### src/rtl/dram_row_pkg.sv
package dram_row_pkg;

   typedef enum logic {
      PH_COL = 1'b0,
      PH_ROW = 1'b1
   } phase_e;

   function automatic int unsigned slice_count(input int unsigned row_w,
                                               input int unsigned slice_w);
      return row_w / slice_w;
   endfunction

endpackage

### src/rtl/drpt_row_cmp.sv
module drpt_row_cmp #(
   parameter int unsigned ROW_W   = 12,
   parameter int unsigned SLICE_W = 4
) (
   input  logic [ROW_W-1:0] a_i,
   input  logic [ROW_W-1:0] b_i,
   output logic             eq_o
);
   localparam int unsigned NSL = dram_row_pkg::slice_count(ROW_W, SLICE_W);

   generate
      if (SLICE_W >= ROW_W) begin : g_flat
         assign eq_o = (a_i == b_i);
      end else begin : g_sliced
         logic [NSL-1:0] sl_eq;
         for (genvar g = 0; g < NSL; g++) begin : g_sl
            assign sl_eq[g] = (a_i[g*SLICE_W +: SLICE_W] == b_i[g*SLICE_W +: SLICE_W]);
         end
         assign eq_o = &sl_eq;
      end
   endgenerate

endmodule

### src/rtl/drpt_open_row.sv
module drpt_open_row #(
   parameter int unsigned ROW_W   = 12,
   parameter int unsigned SLICE_W = 4
) (
   input  logic             clk,
   input  logic             rst_n,
   input  logic             start_i,
   input  logic [ROW_W-1:0] row_i,
   input  logic             nonmem_i,
   input  logic             inval_i,
   output logic             hit_n_o,
   output logic             row_phase_o,
   output logic [ROW_W-1:0] txn_row_o
);
   import dram_row_pkg::*;

   logic [ROW_W-1:0] open_row_q;
   logic             open_vld_q;
   logic             row_eq;
   logic             hit;
   phase_e           phase_q;

   drpt_row_cmp #(
      .ROW_W   (ROW_W),
      .SLICE_W (SLICE_W)
   ) u_cmp (
      .a_i  (row_i),
      .b_i  (open_row_q),
      .eq_o (row_eq)
   );

   assign hit = open_vld_q & row_eq & ~nonmem_i;

   always_ff @(posedge clk) begin
      if (!rst_n) begin
         open_row_q <= '0;
         open_vld_q <= 1'b0;
         hit_n_o    <= 1'b1;
         phase_q    <= PH_COL;
         txn_row_o  <= '0;
      end else begin
         phase_q <= PH_COL;
         if (start_i) begin
            hit_n_o   <= ~hit;
            txn_row_o <= row_i;
            phase_q   <= hit ? PH_COL : PH_ROW;
            if (nonmem_i) begin
               open_vld_q <= 1'b0;
            end else if (!hit) begin
               open_row_q <= row_i;
               open_vld_q <= 1'b1;
            end
         end
         if (inval_i) begin
            open_vld_q <= 1'b0;
         end
      end
   end

   assign row_phase_o = (phase_q == PH_ROW);

endmodule

### src/rtl/drpt_refresh_ctr.sv
module drpt_refresh_ctr #(
   parameter int unsigned ROW_W = 12
) (
   input  logic             clk,
   input  logic             rst_n,
   input  logic             sel_n_i,
   output logic [ROW_W-1:0] row_o
);
   logic sel_n_q;
   logic release_edge;

   assign release_edge = sel_n_i & ~sel_n_q;

   always_ff @(posedge clk) begin
      if (!rst_n) begin
         sel_n_q <= 1'b1;
         row_o   <= '0;
      end else begin
         sel_n_q <= sel_n_i;
         if (release_edge) begin
            row_o <= row_o + 1'b1;
         end
      end
   end

endmodule

### src/rtl/dram_page_unit.sv
module dram_page_unit #(
   parameter int unsigned ADDR_W  = 32,
   parameter int unsigned ROW_W   = 12,
   parameter int unsigned ROW_LSB = 11,
   parameter int unsigned SLICE_W = 4
) (
   input  logic              clk,
   input  logic              rst_n,
   input  logic              start_i,
   input  logic [ADDR_W-1:0] addr_i,
   input  logic              nonmem_i,
   input  logic              refresh_sel_n_i,
   output logic              page_hit_n_o,
   output logic [ROW_W-1:0]  mem_addr_o,
   output logic              ras_phase_o
);
   localparam int unsigned ROW_MSB = ROW_LSB + ROW_W - 1;

   generate
      if (ROW_MSB >= ADDR_W) begin : g_bad_field
         $error("dram_page_unit: row field exceeds address width");
      end
      if (SLICE_W == 0 || (SLICE_W < ROW_W && (ROW_W % SLICE_W) != 0)) begin : g_bad_slice
         $error("dram_page_unit: SLICE_W must divide ROW_W");
      end
   endgenerate

   logic [ROW_W-1:0] row_fld;
   logic [ROW_W-1:0] txn_row;
   logic [ROW_W-1:0] ref_row;
   logic             row_phase;
   logic             refresh_on;

   assign row_fld    = addr_i[ROW_MSB:ROW_LSB];
   assign refresh_on = ~refresh_sel_n_i;

   drpt_open_row #(
      .ROW_W   (ROW_W),
      .SLICE_W (SLICE_W)
   ) u_row (
      .clk         (clk),
      .rst_n       (rst_n),
      .start_i     (start_i),
      .row_i       (row_fld),
      .nonmem_i    (nonmem_i),
      .inval_i     (refresh_on),
      .hit_n_o     (page_hit_n_o),
      .row_phase_o (row_phase),
      .txn_row_o   (txn_row)
   );

   drpt_refresh_ctr #(
      .ROW_W (ROW_W)
   ) u_ref (
      .clk     (clk),
      .rst_n   (rst_n),
      .sel_n_i (refresh_sel_n_i),
      .row_o   (ref_row)
   );

   assign mem_addr_o  = refresh_on ? ref_row : txn_row;
   assign ras_phase_o = row_phase | refresh_on;

endmodule

### config.mk
export PLATFORM = sky130hd
export DESIGN_NAME = dram_page_unit
export DESIGN_NICKNAME = d
export VERILOG_FILES = /design/src/rtl/dram_row_pkg.sv /design/src/rtl/drpt_row_cmp.sv /design/src/rtl/drpt_open_row.sv /design/src/rtl/drpt_refresh_ctr.sv /design/src/rtl/dram_page_unit.sv
export SDC_FILE = /design/constraint.sdc
export NUM_CORES = 1
export LEC_CHECK = 0
export ABC_AREA = 1
export BUFFER_PORTS_ARGS = -buffer_cell sky130_fd_sc_hd__buf_2
export CAP_MARGIN = 20
export CELL_PAD_IN_SITES_DETAIL_PLACEMENT = 0
export CELL_PAD_IN_SITES_GLOBAL_PLACEMENT = 2
export CORE_MARGIN = 4
export CORE_UTILIZATION = 29
export CTS_CLUSTER_DIAMETER = 150
export DETAILED_ROUTE_END_ITERATION = 8
export PLACE_DENSITY = 0.8
export SLEW_MARGIN = 10
export SYNTH_ARGS = -nofsm -noshare
export SYNTH_HDL_FRONTEND = slang
export SYNTH_SLANG_ARGS = --single-unit
export TNS_END_PERCENT = 10
### constraint.sdc
create_clock -name clk -period 3.7 [get_ports clk]
set_input_delay 0.37 -clock clk [delete_from_list [all_inputs] [get_ports clk]]
set_output_delay 0.37 -clock clk [all_outputs]
set_load 0.05 [all_outputs]
==> impl_metrics.toml, run 1 <==
[floorplanning]
num_rows = 30
die_w_um = 91.1
pin_count = 51
core_um2 = 6760
start_util_pct = 29.6
die_height_um = 91.1
die-area_um2 = 8300

[pwr]
finalPower_mw = 0.965
power_leakage_nw = 1.15
vdd_drop_max_mv = 0.169
power_per_cell_area_nw_per_um2 = 416

[place]
portBuffers = 30
dp.cells = 406
gp_congestion = 0.692
hpwl_um = 3360
placed_area_um2 = 2210

[timing]
holdWs_ps = 359
rsz0062_at_grt = "no"
slew_headroom_pct = 57.6
fmax_mhz = 496
fin_crit_ps = 2020
skew_ps = 4.60
finalCritPeriodShare_pct = 54.5
tns_ps = 0
slew_violations = 0
hold_viol_final = 0
worst_slew_pin_slew_ps = 636
setup_viol = 0

[logic_synthesis]
synth_top_area_cell = "dfxtp_1"
synthCells = 308
avgSynthCellArea_um2 = 6.50
seq_area_frac_synth_pct = 40.0
synthesis.area_um2 = 2000
yosys.cell_types.count = 24
synth_seq_cells = 40
synth_top_cell_area_share_pct = 40.0
syn-num-nets = 346
synth_area_leaders = "dfxtp_1 (40%), nand2_1 (16%), inv_1 (11%)"
ys_warn_count = 0

[critical_path]
reg2reg_from = "u_row.open_row_q[11]"
crit_start = "u_row.open_row_q[11]"
end_kind = "flip-flop"
startpoint_type = "flip-flop"
path_class = "flip-flop to flip-flop"
cp_max_fo = 15
r2r_setup_slack_ps = 1680
slowest_stage = "nand3_1"
arrival_ps = 2250
max_stage_delay_ps = 540
timing.rr.end = "u_row.open_row_q[6]"
crit_end = "u_row.open_row_q[6]"
cp_cell_sequence = "inv_1 -> o21ai_0 -> inv_1 -> nand2_1 -> nor2_1 -> nand2_1 -> nand3_1 -> nand2_1 -> inv_1 -> nor2_1"
rr_worst_depth = 10
cp.required_ps = 3930

[cts]
clock_path_buffers = 2
post_cts_buffers = 0
tritoncts = "built"
htree_levels = 2
insertion_delay_ps = 290
cts_resized = 0
numCtsBuffers = 5
clock_sinks = 40
ctsHoldBuffers = 0
path_clk_slew_ps = 80
root_buffer = "clkbuf_8"

[cells_and_area]
multiInputGateArea_um2 = 930
layout-drive-gt1-share_pct = 14.4
seq_area_um2 = 801
nFillCells = 765
n_antenna_cell = 0
nNetsFinal = 371
instances_no_fill = 414
design_area_um2 = 2320
area_growth_pct = 15.7

[detailed_routing]
drt-initial-drc-count = 68
drtPass1Iterations = 4
drc = 0
num_vias = 1870
antenna_left = 0
drt_wl_total_um = 4750
post_drt_wl_per_cell_um = 11.5
vias_per_cell = 4.52

[global_route]
grt_pass1_vias = 1769
grt_max_degree = 41
grt_pass1_wl_um = 8110
overflow = 0
grt_usage_pct = 12.1
antenna_found_initial = 0

[worst_hold_path]
hp-class = "primary input to flip-flop"

[run]
maxCapViolations = 0

[run_status]
status = "finished, final reports clean"
logic make-up after synthesis:
group / share of synthesized area, %
AOI/OAI and AO/OA: 14.7
DFF: 40.0
buffers and inverters: 13.6
and+or+nand+nor: 31.1
adders and majority gates: 0.625
sequential cells by signal, summed over array words and instances (netlist names):
register / flops
u_ref.row_o: 12
u_ref.sel_n_q: 1
u_row.hit_n_o: 1
u_row.open_row_q: 12
u_row.open_vld_q: 1
u_row.row_phase_o: 1
u_row.txn_row_o: 12
stage by stage:
step | utilization (%) | setup WS (ps)
5_1_grt | 34.3 | 1310
3_3_place_gp | 32.6 | 1470
4_1_cts | 34.3 | 1650
3_5_place_dp | 32.6 | 1470
2_1_floorplan | - | 1680
6_report | 34.3 | 1680
report_power, final:
group	internal [mW]	total (mW)	switching [mW]
Sequential	0.451	0.462	0.0105
Combinational	0.0410	0.138	0.0967
Clock	0.200	0.365	0.166
layer usage:
| layer | wire length [µm] | part of all wire, % | vias up | track usage, % |
|---|---|---|---|---|
| met5 | 0 | 0 | - | 0 |
| met4 | 76 | 1.6 | 0 | 4.52 |
| met3 | 237 | 5.0 | 8 | 3.23 |
| met2 | 2160 | 46 | 30 | 19.6 |
| met1 | 2270 | 48 | 827 | 15.4 |
| li1 | - | - | 1005 | - |
cell type report:
type                            count  share of cell area (%)
Clock inverter                      3                    1.84
Tap cell                           80                    4.32
Clock buffer                        5                    2.97
Multi-Input combinational cell    197                    40.1
Inverter                           58                    9.40
Sequential cell                    40                    34.6
Timing Repair Buffer               31                    6.80
cell usage in the layout, fill, tap and decap left out:
| cell | count |
|---|---|
| dfxtp_1 | 40 |
| inv_1 | 56 |
| o211ai_1 | 2 |
| ha_1 | 1 |
| nand3_2 | 1 |
| nand3b_4 | 1 |
| clkinv_2 | 1 |
| nand2_1 | 83 |
| nand4_1 | 13 |
| o21ai_1 | 2 |
| nor3_4 | 1 |
| o21ai_0 | 33 |
| buf_4 | 1 |
| a21oi_1 | 21 |
| buf_2 | 30 |
| nor3_1 | 3 |
| bufinv_16 | 1 |
| nand4_2 | 1 |
| nor2_4 | 2 |
| or2_2 | 1 |
| nor2_1 | 29 |
| nor3b_1 | 1 |
| clkbuf_8 | 5 |
| inv_2 | 2 |
| nand3_1 | 2 |
| clkinvlp_4 | 1 |
cell usage after synthesis:
master / number
dfxtp_1: 40
nor2_1: 29
nand4_2: 1
nor3_1: 3
clkbuf_1: 10
inv_2: 2
nand3_1: 2
or2_2: 1
o21ai_0: 33
nor2_4: 2
nand2_1: 83
o21ai_1: 2
nand4_1: 13
nand3b_4: 1
inv_1: 56
nand3_2: 1
nor3_4: 1
buf_2: 1
o211ai_1: 2
buf_1: 1
a21oi_1: 21
buf_4: 1
nor3b_1: 1
ha_1: 1
how the worst min path moves through the flow:
stage                     startpoint            endpoint  slack, ps  depth (start not counted)
detailed placement   u_ref.row_o[10]     u_ref.row_o[10]        460                          2
floorplan           u_row.open_vld_q    u_row.open_vld_q        440                          2
CTS                       addr_i[19]  u_row.txn_row_o[8]        360                          3
global route              addr_i[19]  u_row.txn_row_o[8]        380                          3
finish                    addr_i[19]  u_row.txn_row_o[8]        360                          3
global placement     u_ref.row_o[10]     u_ref.row_o[10]        450                          2
worst max-delay path, delay by kind of cell, from the launching register on:
kind / cells / cell delay (ps)
DFF: 1 / 310
buffers and inverters: 3 / 160
and+or+nand+nor: 6 / 1320
AOI/OAI and AO/OA: 1 / 170
Note: power is estimated with default switching activity, not from simulation.
==> inputs of run 2 (changes only) <==
--- a/config.mk
+++ b/config.mk
@@ -5,16 +5,16 @@
 export SDC_FILE = /design/constraint.sdc
 export NUM_CORES = 1
 export LEC_CHECK = 0
-export ABC_AREA = 1
+export ABC_AREA = 0
 export BUFFER_PORTS_ARGS = -buffer_cell sky130_fd_sc_hd__buf_2
 export CAP_MARGIN = 20
 export CELL_PAD_IN_SITES_DETAIL_PLACEMENT = 0
 export CELL_PAD_IN_SITES_GLOBAL_PLACEMENT = 2
 export CORE_MARGIN = 4
-export CORE_UTILIZATION = 29
+export CORE_UTILIZATION = 28
 export CTS_CLUSTER_DIAMETER = 150
 export DETAILED_ROUTE_END_ITERATION = 8
-export PLACE_DENSITY = 0.8
+export PLACE_DENSITY = 0.72
 export SLEW_MARGIN = 10
 export SYNTH_ARGS = -nofsm -noshare
 export SYNTH_HDL_FRONTEND = slang
==> constraint.sdc (replaced) <==
create_clock -name clk -period 1.64 [get_ports clk]
set_input_delay 0.164 -clock clk [delete_from_list [all_inputs] [get_ports clk]]
set_output_delay 0.164 -clock clk [all_outputs]
set_load 0.05 [all_outputs]
==> run 2 against run 1 <==
Net effect: combinational power increased by 110%; sequential power grew 120%; sequential cell count unchanged; total power increased by 110%; via count is 27% lower; critical path depth shrank 5; critical path type unchanged; critical endpoint unchanged; highest routed layer unchanged.
==> impl_metrics.toml, run 2 <==
[pwr]
power_per_cell_area_nw_per_um2 = 872
vdd_drop_max_mv = 0.325
power_leakage_nw = 1.02
finalPower_mw = 2.04

[logic_synthesis]
synthTopCellsByCount = "dfxtp_1 (40), nand2_1 (34), mux2i_1 (25), xnor2_1 (18), nor2b_1 (15)"
synth_seq_cells = 40
synthCells = 195
syn-num-nets = 233
synth_enable_flop_cells = 0
synth_top_area_cell = "dfxtp_1"
yosys.cell_types.count = 29
ys_warn_count = 0
synth_area_leaders = "dfxtp_1 (42%), mux2i_1 (13%), xnor2_1 (8.3%)"
synthArstFlopShare_pct = 0
seq_area_frac_synth_pct = 42.2
ys.flop_type = "dfxtp_1"
synth_most_common_cell = "dfxtp_1"
synth_top_cell_area_share_pct = 42.2
avgSynthCellArea_um2 = 9.72
synthesis.area_um2 = 1900

[worst_hold_path]
hp-class = "primary input to flip-flop"
worstHoldPathCells = 2

[place]
hpwl_um = 2940
dp.cells = 302
portBuffers = 30
gp_congestion = 0.735

[cts]
htree_levels = 2
clock_sinks = 40
path_clk_slew_ps = 80
root_buffer = "clkbuf_8"
tritoncts = "built"
insertion_delay_ps = 290
post_cts_buffers = 0
clock_path_buffers = 2
numCtsBuffers = 5

[cells_and_area]
n_antenna_cell = 0
area_growth_pct = 23.4
mostFrequentLayoutCells = "nand2_1 (34), dfxtp_1 (34), buf_2 (30), mux2i_1 (25), nor2b_1 (15)"
largestRegisters = "u_ref.row_o x12, u_row.open_row_q x12, u_row.txn_row_o x12"
layout-drive-gt1-share_pct = 32.2
nNetsFinal = 271
nFillCells = 681
instances_no_fill = 310

[global_route]
grt_pass1_wl_um = 7040
grt_pass1_vias = 1398
overflow = 0
grt_max_degree = 35
antenna_found_initial = 0
grt_usage_pct = 11.0

[floorplanning]
num_rows = 29
die-area_um2 = 8150
die_w_um = 90.3
start_util_pct = 29.3
pin_count = 51
die_height_um = 90.3
core_um2 = 6460

[detailed_routing]
drt-initial-drc-count = 41
top_layer = "met4"
drtPass1Iterations = 4
antenna_left = 0
num_vias = 1367
post_drt_wl_per_cell_um = 13.5
met3_wirelength_um = 183
m1WireLength_um = 2240
vias_per_cell = 4.41
drt_wl_total_um = 4170
met2_length_um = 1670
drc = 0

[critical_path]
slowest_stage = "or4_4"
arrival_ps = 1770
crit_family = "simple AND/OR/NAND/NOR gates"
startpoint_type = "flip-flop"
end_kind = "flip-flop"
cp.required_ps = 1810
path_class = "flip-flop to flip-flop"
cp_max_fo = 6
cp_cell_sequence = "xnor2_2 -> nand4_1 -> or4_4 -> nor2b_4 -> mux2i_1"
critPathBufInv = 0
rr_worst_depth = 5
worst-path-stages = 5
max_stage_delay_ps = 570

[timing]
fmax_mhz = 625
finalCritPeriodShare_pct = 97.5
setup_viol = 0
rsz0062_at_grt = "yes"
slew_violations = 0
hold_viol_final = 0
worst_slew_pin_slew_ps = 370
slew_headroom_pct = 75.3
fin_crit_ps = 1600
holdWs_ps = 125
skew_ps = 2.76

[run]
maxCapViolations = 0

[run_status]
status = "finished, final reports clean"
-- run 2: routing by layer --
| layer | vias to the layer above | track usage [%] |
|---|---|---|
| met5 | - | 0 |
| met4 | 0 | 5.36 |
| met3 | 7 | 2.83 |
| met1 | 608 | 15.4 |
| li1 | 720 | - |
| met2 | 32 | 15.6 |
-- run 2: what timing repair did --
action,4_1_cts,5_1_grt
endpoints found under the setup margin,12,13
resized for setup,2,11
pin swaps,3,8
hold buffers,0,0
gates cloned,0,1
-- run 2: through the flow --
step | utilization [%] | area [µm²] | worst slack (ps) | TNS (ps)
4_1_cts | 35.3 | 2280 | 12.6 | 0
5_1_grt | 36.2 | 2340 | -27.9 | -102
3_3_place_gp | 33.8 | 2180 | 0.807 | 0
3_5_place_dp | 33.8 | 2180 | -20.2 | -160
2_1_floorplan | - | 1900 | 70.8 | 0
6_report | 36.2 | 2340 | 41.1 | 0
-- run 2: worst reg2reg max path, stage by stage (launching register included) --
cell and delay, ps:
dfxtp_2 360, xnor2_2 100, nand4_1 130, or4_4 570, nor2b_4 190, mux2i_1 130
-- run 2: path summary, 6_finish.rpt --
kind | startpoint | endpoint | slack (ps)
setup / recovery | u_row.open_row_q[5] | u_row.open_row_q[6] | 40
hold / removal | nonmem_i | u_row.row_phase_o | 130
setup reg to reg | u_row.open_row_q[5] | u_row.open_row_q[6] | 40
hold reg to reg | u_row.open_row_q[1] | u_row.open_row_q[1] | 470
-- run 2: final cells by class --
type / count / area, µm² / share of cell area (%)
multi-input combinational: 143 / 1080 / 46.1
sequential: 40 / 808 / 34.6
timing repair buffer: 42 / 256 / 11.0
clock buffer: 7 / 96.3 / 4.12
tap: 77 / 96.3 / 4.12
inverter: 1 / 3.75 / 0.161
-- run 2: logic make-up (layout without fill, tap and decap cells) --
kind of cell    count (synthesis)  after routing  share of synthesized area [%]
mux                            36             36                           19.7
buf+inv                        13             50                           3.56
xor+xnor                       22             22                           10.2
compound gates                  6              6                           2.05
simple gates                   77             78                           21.6
fa+ha+maj                       1              1                          0.660
flops                          40             40                           42.2
-- run 2: report_power, final --
part	internal, mW	total, mW	switching [mW]
combinational	0.125	0.286	0.161
sequential	1.01	1.03	0.0236
clock	0.375	0.718	0.343
total	1.51	2.04	0.528
